## src/rtl/rxd_pkg.sv

```systemverilog
package rxd_pkg;

    localparam int WORD_W     = 32;
    localparam int WORD_BYTES = 4;
    localparam int DESC_BYTES = 16;
    localparam int SZ_W       = 12;
    localparam int CNT_W      = 16;

    // status word bit positions
    localparam int ST_OWN = 31;
    localparam int ST_FS  = 30;
    localparam int ST_LS  = 29;
    localparam int ST_ERR = 28;

    // control word bit positions
    localparam int CT_CHAIN = 24;
    localparam int CT_EOR   = 25;

    typedef enum logic [3:0] {
        S_STOP, S_RD0, S_RD1, S_RD2, S_RD3,
        S_XFER, S_PEEK, S_CLOSE, S_DRAIN, S_SUSP
    } state_e;

    typedef struct packed {
        logic            chain;
        logic            eor;
        logic [SZ_W-1:0] sz2;
        logic [SZ_W-1:0] sz1;
    } ctrl_t;

    typedef struct packed {
        logic   ls;
        logic   err;
        state_e after;
    } close_t;

    function automatic ctrl_t decode_ctrl(input logic [WORD_W-1:0] w);
        ctrl_t c;
        c.chain = w[CT_CHAIN];
        c.eor   = w[CT_EOR];
        c.sz2   = w[2*SZ_W-1:SZ_W];
        c.sz1   = w[SZ_W-1:0];
        return c;
    endfunction

    function automatic logic [WORD_W-1:0] make_status(input logic fs,
                                                      input logic ls,
                                                      input logic err,
                                                      input logic [CNT_W-1:0] cnt);
        logic [WORD_W-1:0] s;
        s            = '0;
        s[ST_FS]     = fs;
        s[ST_LS]     = ls;
        s[ST_ERR]    = err;
        s[CNT_W-1:0] = cnt;
        return s;
    endfunction

endpackage

```

## src/rtl/rxd_walk.sv

```systemverilog
module rxd_walk
    import rxd_pkg::*;
#(
    parameter int AW = WORD_W
) (
    input  logic          clk,
    input  logic          rst,
    input  logic          start,
    input  logic [AW-1:0] base_in,
    input  logic          advance,
    input  logic          chain,
    input  logic          eor,
    input  logic          ld_link,
    input  logic [AW-1:0] link_in,
    output logic [AW-1:0] cur,
    output logic [AW-1:0] nxt
);
    logic [AW-1:0] base_q;
    logic [AW-1:0] link_q;

    always_ff @(posedge clk) begin
        if (rst) begin
            cur    <= '0;
            base_q <= '0;
            link_q <= '0;
        end else begin
            if (start) begin
                cur    <= base_in;
                base_q <= base_in;
            end else if (advance) begin
                cur <= nxt;
            end
            if (ld_link) link_q <= link_in;
        end
    end

    always_comb begin
        if (chain)    nxt = {link_q[AW-1:2], 2'b00};
        else if (eor) nxt = base_q;
        else          nxt = cur + AW'(DESC_BYTES);
    end
endmodule

```

## src/rtl/rxd_bufctl.sv

```systemverilog
module rxd_bufctl
    import rxd_pkg::*;
#(
    parameter int AW  = WORD_W,
    parameter int SZW = SZ_W,
    parameter int CW  = CNT_W
) (
    input  logic           clk,
    input  logic           rst,
    input  logic           load,
    input  logic [AW-1:0]  b1_addr,
    input  logic [SZW-1:0] b1_size,
    input  logic [AW-1:0]  b2_addr,
    input  logic [SZW-1:0] b2_size,
    input  logic           b2_en,
    input  logic           step,
    output logic [AW-1:0]  wr_addr,
    output logic [CW-1:0]  count,
    output logic           at_end
);
    logic [SZW-1:0] left;
    logic           b2_pend;
    logic [AW-1:0]  b2_q;
    logic [SZW-1:0] b2sz_q;

    always_ff @(posedge clk) begin
        if (rst) begin
            wr_addr <= '0;
            count   <= '0;
            left    <= '0;
            b2_pend <= 1'b0;
            b2_q    <= '0;
            b2sz_q  <= '0;
        end else if (load) begin
            wr_addr <= {b1_addr[AW-1:2], 2'b00};
            left    <= b1_size;
            b2_pend <= b2_en && (b2_size != '0);
            b2_q    <= {b2_addr[AW-1:2], 2'b00};
            b2sz_q  <= b2_size;
            count   <= '0;
        end else if (step) begin
            count <= count + CW'(1);
            if (left == SZW'(1) && b2_pend) begin
                wr_addr <= b2_q;
                left    <= b2sz_q;
                b2_pend <= 1'b0;
            end else begin
                wr_addr <= wr_addr + AW'(WORD_BYTES);
                left    <= left - SZW'(1);
            end
        end
    end

    assign at_end = (left == SZW'(1)) && !b2_pend;
endmodule

```

## src/rtl/rxdesc_dma.sv

```systemverilog
module rxdesc_dma
    import rxd_pkg::*;
(
    input  logic              clk,
    input  logic              rst,
    input  logic              rx_en,
    input  logic              flush_en,
    input  logic              poll,
    input  logic [WORD_W-1:0] desc_base,
    output logic              mem_req,
    output logic              mem_we,
    output logic [WORD_W-1:0] mem_addr,
    output logic [WORD_W-1:0] mem_wdata,
    input  logic [WORD_W-1:0] mem_rdata,
    input  logic              mem_gnt,
    input  logic              fifo_valid,
    input  logic [WORD_W-1:0] fifo_data,
    input  logic              fifo_eof,
    output logic              fifo_pop,
    output logic              suspended,
    output logic [WORD_W-1:0] cur_desc,
    output logic              frame_done
);
    localparam logic [WORD_W-1:0] OFS1 = WORD_W'(WORD_BYTES);
    localparam logic [WORD_W-1:0] OFS2 = WORD_W'(2 * WORD_BYTES);
    localparam logic [WORD_W-1:0] OFS3 = WORD_W'(3 * WORD_BYTES);

    state_e            st;
    close_t            cl;
    ctrl_t             ctl_q;
    ctrl_t             ctl_now;
    logic              first_q;
    logic              in_frame;
    logic [WORD_W-1:0] b1_q;
    logic [WORD_W-1:0] cur;
    logic [WORD_W-1:0] nxt;
    logic [WORD_W-1:0] wr_addr;
    logic [CNT_W-1:0]  count;
    logic              at_end;
    logic              walk_start;
    logic              advance;
    logic              ld_desc;
    logic              step;

    assign ctl_now    = decode_ctrl(mem_rdata);
    assign walk_start = (st == S_STOP) && rx_en;
    assign advance    = (st == S_CLOSE) && mem_gnt;
    assign ld_desc    = (st == S_RD3) && mem_gnt;
    assign step       = (st == S_XFER) && fifo_valid && mem_gnt;

    rxd_walk #(.AW(WORD_W)) u_walk (
        .clk     (clk),
        .rst     (rst),
        .start   (walk_start),
        .base_in (desc_base),
        .advance (advance),
        .chain   (ctl_q.chain),
        .eor     (ctl_q.eor),
        .ld_link (ld_desc),
        .link_in (mem_rdata),
        .cur     (cur),
        .nxt     (nxt)
    );

    rxd_bufctl #(.AW(WORD_W), .SZW(SZ_W), .CW(CNT_W)) u_buf (
        .clk     (clk),
        .rst     (rst),
        .load    (ld_desc),
        .b1_addr (b1_q),
        .b1_size (ctl_q.sz1),
        .b2_addr (mem_rdata),
        .b2_size (ctl_q.sz2),
        .b2_en   (!ctl_q.chain),
        .step    (step),
        .wr_addr (wr_addr),
        .count   (count),
        .at_end  (at_end)
    );

    // memory and FIFO side, decoded from the state
    always_comb begin
        mem_req   = 1'b0;
        mem_we    = 1'b0;
        mem_addr  = '0;
        mem_wdata = '0;
        fifo_pop  = 1'b0;
        unique case (st)
            S_RD0: begin mem_req = 1'b1; mem_addr = cur;        end
            S_RD1: begin mem_req = 1'b1; mem_addr = cur + OFS1; end
            S_RD2: begin mem_req = 1'b1; mem_addr = cur + OFS2; end
            S_RD3: begin mem_req = 1'b1; mem_addr = cur + OFS3; end
            S_XFER: begin
                mem_req   = fifo_valid;
                mem_we    = 1'b1;
                mem_addr  = wr_addr;
                mem_wdata = fifo_data;
                fifo_pop  = fifo_valid && mem_gnt;
            end
            S_PEEK: begin mem_req = 1'b1; mem_addr = nxt; end
            S_CLOSE: begin
                mem_req   = 1'b1;
                mem_we    = 1'b1;
                mem_addr  = cur;
                mem_wdata = make_status(first_q, cl.ls, cl.err, count);
            end
            S_DRAIN: fifo_pop = fifo_valid;
            default: ;
        endcase
    end

    always_ff @(posedge clk) begin
        if (rst) begin
            st       <= S_STOP;
            cl       <= '{ls: 1'b0, err: 1'b0, after: S_STOP};
            ctl_q    <= '0;
            first_q  <= 1'b0;
            in_frame <= 1'b0;
            b1_q     <= '0;
        end else begin
            unique case (st)
                S_STOP: if (rx_en) begin
                    st       <= S_RD0;
                    in_frame <= 1'b0;
                end
                S_RD0: if (mem_gnt) st <= mem_rdata[ST_OWN] ? S_RD1 : S_SUSP;
                S_RD1: if (mem_gnt) begin
                    ctl_q <= ctl_now;
                    st    <= S_RD2;
                end
                S_RD2: if (mem_gnt) begin
                    b1_q <= mem_rdata;
                    st   <= S_RD3;
                end
                S_RD3: if (mem_gnt) begin
                    first_q <= !in_frame;
                    st      <= S_XFER;
                end
                S_XFER: if (step) begin
                    in_frame <= 1'b1;
                    if (fifo_eof) begin
                        cl       <= '{ls: 1'b1, err: 1'b0, after: S_RD0};
                        in_frame <= 1'b0;
                        st       <= S_CLOSE;
                    end else if (at_end) begin
                        st <= S_PEEK;
                    end
                end
                S_PEEK: if (mem_gnt) begin
                    if (mem_rdata[ST_OWN]) begin
                        cl <= '{ls: 1'b0, err: 1'b0, after: S_RD0};
                    end else if (flush_en) begin
                        cl       <= '{ls: 1'b1, err: 1'b1, after: S_DRAIN};
                        in_frame <= 1'b0;
                    end else begin
                        cl <= '{ls: 1'b0, err: 1'b0, after: S_SUSP};
                    end
                    st <= S_CLOSE;
                end
                S_CLOSE: if (mem_gnt) st <= cl.after;
                S_DRAIN: if (fifo_valid && fifo_eof) st <= S_SUSP;
                S_SUSP: begin
                    if (!rx_en)    st <= S_STOP;
                    else if (poll) st <= S_RD0;
                end
                default: st <= S_STOP;
            endcase
        end
    end

    assign suspended  = (st == S_SUSP);
    assign cur_desc   = cur;
    assign frame_done = (st == S_CLOSE) && mem_gnt && cl.ls;
endmodule

```

## config.mk

```make
export PLATFORM = sky130hd
export DESIGN_NAME = rxdesc_dma
export DESIGN_NICKNAME = d
export VERILOG_FILES = /design/src/rtl/rxd_pkg.sv /design/src/rtl/rxd_walk.sv /design/src/rtl/rxd_bufctl.sv /design/src/rtl/rxdesc_dma.sv
export SDC_FILE = /design/constraint.sdc
export NUM_CORES = 1
export LEC_CHECK = 0
export BUFFER_PORTS_ARGS = -buffer_cell sky130_fd_sc_hd__buf_2
export CORE_AREA = 2 2 199 201
export CTS_CLUSTER_SIZE = 10
export DETAILED_ROUTE_END_ITERATION = 16
export DIE_AREA = 0 0 201 203
export SYNTH_ARGS = -nofsm -noshare
export SYNTH_HDL_FRONTEND = slang
export SYNTH_HIERARCHICAL = 1
export SYNTH_SLANG_ARGS = --single-unit
```

## constraint.sdc

```tcl
create_clock -name clk -period 3 [get_ports clk]
set_input_delay 0.45 -clock clk [delete_from_list [all_inputs] [get_ports clk]]
set_output_delay 0.45 -clock clk [all_outputs]
set_load 0.05 [all_outputs]
```

==> metrics.md <==
| Metric | Value |
|---|---|
| Clk Latency, worst-skew pair | `~0.59 ns` |
| TritonCTS clock tree | `done` |
| Routed vias/inst | `between 6 and 7` |
| Clk root buf | `clkbuf_16` |
| Number of global-route vias before repair | `15,400` |
| RSZ-0062 raised after global routing | `true` |
| Crit share post-route | `117%` |
| DRT iter0 DRCs | `approximately 1,700` |
| Fin nets | `2,335` |
| CP Buf/Inv Count | `1` |
| Placer congestion estimate | `between 1 and 1.5` |
| CTS Buffer Depth | `3` |
| CTS sink count | `263` |
| Power Density | `around 660 nW/µm²` |
| CP delay by family, top | `simple AND/OR/NAND/NOR gates` |
| Detail Route Antenna Nets | `0` |
| P_sw | `5.25 mW` |
| P_leak | `~7.4 nW` |
| R2R Setup Slk | `0.22 ns` |
| Cell-by-cell trace of the critical path | `or4b_4 > xnor2_4 > ha_4 > nor2_2 > o32ai_2 > nand2_2 > or4_1 > o211ai_1 > buf_4` |
| Hold Crit Class | `input port to register` |
| Total Power | `13.1 mW` |
| Hold Buf Count CTS | `0` |
| Outcome | `finished with violations` |
| Global-route wire length before repair | `92,700 µm` |
| Rel. slew slack | `50.4%` |
| Max-Cap Viols | `0` |
| Starting Density | `between 30% and 40%` |
| Layout cell share with drive strength beyond 1 | `26.9%` |
| Setup ws final | `-0.517 ns` |
| Achievable Freq | `~0.28 GHz` |
| Switching Fraction | `approximately 40%` |
| Synth warnings | `6` |
| Crit path max-delay cell type | `or4b_4` |
| Slowest stage delay, CP | `roughly 0.58 ns` |
| DRT Pass-1 Iters | `6` |
| Setup crit start kind | `register` |
| Final Skew | `0.0198 ns` |
| Final hold vios | `0` |
| Critical Path AT | `between 3 and 4 ns` |
| Hold Slack | `0.111 ns` |
| Post-DP HPWL | `42,900 µm` |
| Flop pwr share | `31.5%` |
| CP Max Fanout | `4` |
| Failing checks | `negative setup slack` |
| CTS clk-pin slew, worst paths | `0.05 ns` |
| Routed WL per cell | `22.0 µm` |
| WS Path Type | `register to output port` |
| Row cnt | `72` |
| Max-slew violations | `0` |
| Fin crit period | `3.52 ns` |
| Largest net degree at the start of global routing | `120` |
| P_int | `~7.8 mW` |
| Routed WL | `60,500 µm` |
| IO Count | `about 210` |
| Peak VDD IR | `0.000444 V` |
| P&R area growth vs syn | `31.3%` |
| DR vias | `16,600` |
| Die W | `201 µm` |
| GRT overflow | `0` |
| Die height | `203 µm` |
| Antenna violations before repair | `1` |
| IO buf count | `204` |
| Combinational Power Share | `42.3%` |
| DRC Markers | `0` |
| Req. time, crit path | `2.55 ns` |
| H-tree levels | `1` |
| Setup-failing EPs final | `25` |
| Post-synth net total | `2,070` |
| Die area | `between 40,000 and 50,000 µm²` |
| Setup crit end kind | `output port` |
| CTS buffer count | `31` |
| Worst slew pin tran | `0.741 ns` |
| Mapped Area | `15,200 µm²` |
| Total GRT Usage | `28.5%` |
| Core Area | `38,500 µm²` |
| Post-Synthesis Cells | `1,959` |
| Final core utilization | `between 50 and 60%` |
| Mean post-synth cell area | `7.74 µm²` |
| Clock Power Share | `26.2%` |
worst register-to-register path: cells and delay by family, from the launching register on:
family	cells	cell delay, ns
flops	1	0.32
simple gates	3	1.37
compound gates	2	0.45
buf+inv	2	0.54
per-stage QoR:
step | TNS [ns] | cells | setup slack, ns | instance area [µm²]
3_3_place_gp | -0.106 | 2648 | -0.0544 | 17500
4_1_cts | -6.85 | 2742 | -0.542 | 19700
5_1_grt | -8.84 | 2753 | -0.619 | 19900
6_report | -6.97 | 2753 | -0.517 | 19900
3_5_place_dp | -0.156 | 2648 | -0.0765 | 17500
2_1_floorplan | -0.613 | 1959 | -0.303 | 15300
final cells by class:
type | count | area (µm²)
Fill cell | 3734 | 18600
Clock inverter | 2 | 13.8
Inverter | 45 | 174
Tap cell | 518 | 648
Multi-Input combinational cell | 1490 | 9830
Sequential cell | 263 | 5330
Timing Repair Buffer | 393 | 3040
Clock buffer | 41 | 863
Antenna cell | 1 | 2.50
metal layers:
metal	wire length, µm	track usage, %	vias up	share of wire (%)
met5	0	0	-	0
met1	25700	38.9	7961	43
met4	2530	12.0	0	4.2
li1	-	-	7640	-
met3	4970	4.03	151	8.2
met2	27300	45.1	800	45
what timing repair did:
item,4_1_cts,5_1_grt
endpoints found under the setup margin,64,77
gates resized for setup,189,49
buffers inserted,51,11
gates cloned,0,1
pin swaps,62,14
state kept, by name (all words and copies together), names as in the netlist:
name,cells
b1_q,30
cl,4
ctl_q,26
first_q,1
in_frame,1
st,4
u_buf/b2_pend,1
u_buf/b2_q,30
u_buf/b2sz_q,12
u_buf/count,16
u_buf/left,12
u_buf/wr_addr,32
u_walk/base_q,32
u_walk/cur,32
u_walk/link_q,30
power by group through the flow:
stage                     clock [mW]  combinational (mW)  sequential [mW]
after floorplan                    0                2.53             4.54
after global placement             0                4.63             4.14
after detailed placement           0                4.65             4.15
after CTS                       3.47                5.35             4.10
after global routing            3.60                5.81             4.15
final                           3.42                5.53             4.11
worst paths after layout:
kind | endpoint | cells after the start | startpoint
worst max-delay path | mem_addr[28] | 9 | st[1]
worst min-delay path | ctl_q[1] | 3 | mem_rdata[1]
worst max register to register | u_walk/cur[26] | 7 | st[1]
worst min register to register | b1_q[16] | 2 | b1_q[16]
placed cells by master, fill, tap and decap left out, types with 13 or more instances in the layout:
cell / count
nand2_1: 311
dfxtp_1: 238
nor2_1: 182
buf_2: 169
buf_4: 153
a21oi_1: 149
mux2i_1: 89
o21ai_0: 69
nand3_1: 66
inv_1: 43
nor3_1: 35
clkbuf_16: 35
nand4_1: 32
xnor2_1: 32
buf_6: 31
o211ai_1: 28
a22oi_1: 27
and3_1: 25
xor2_1: 24
a221oi_1: 24
a22o_1: 23
buf_12: 19
a31oi_1: 18
and2_1: 17
o21ai_1: 15
nor3_2: 14
o22ai_1: 14
dfxtp_4: 13
No activity file was read; power rests on OpenSTA's default activity.
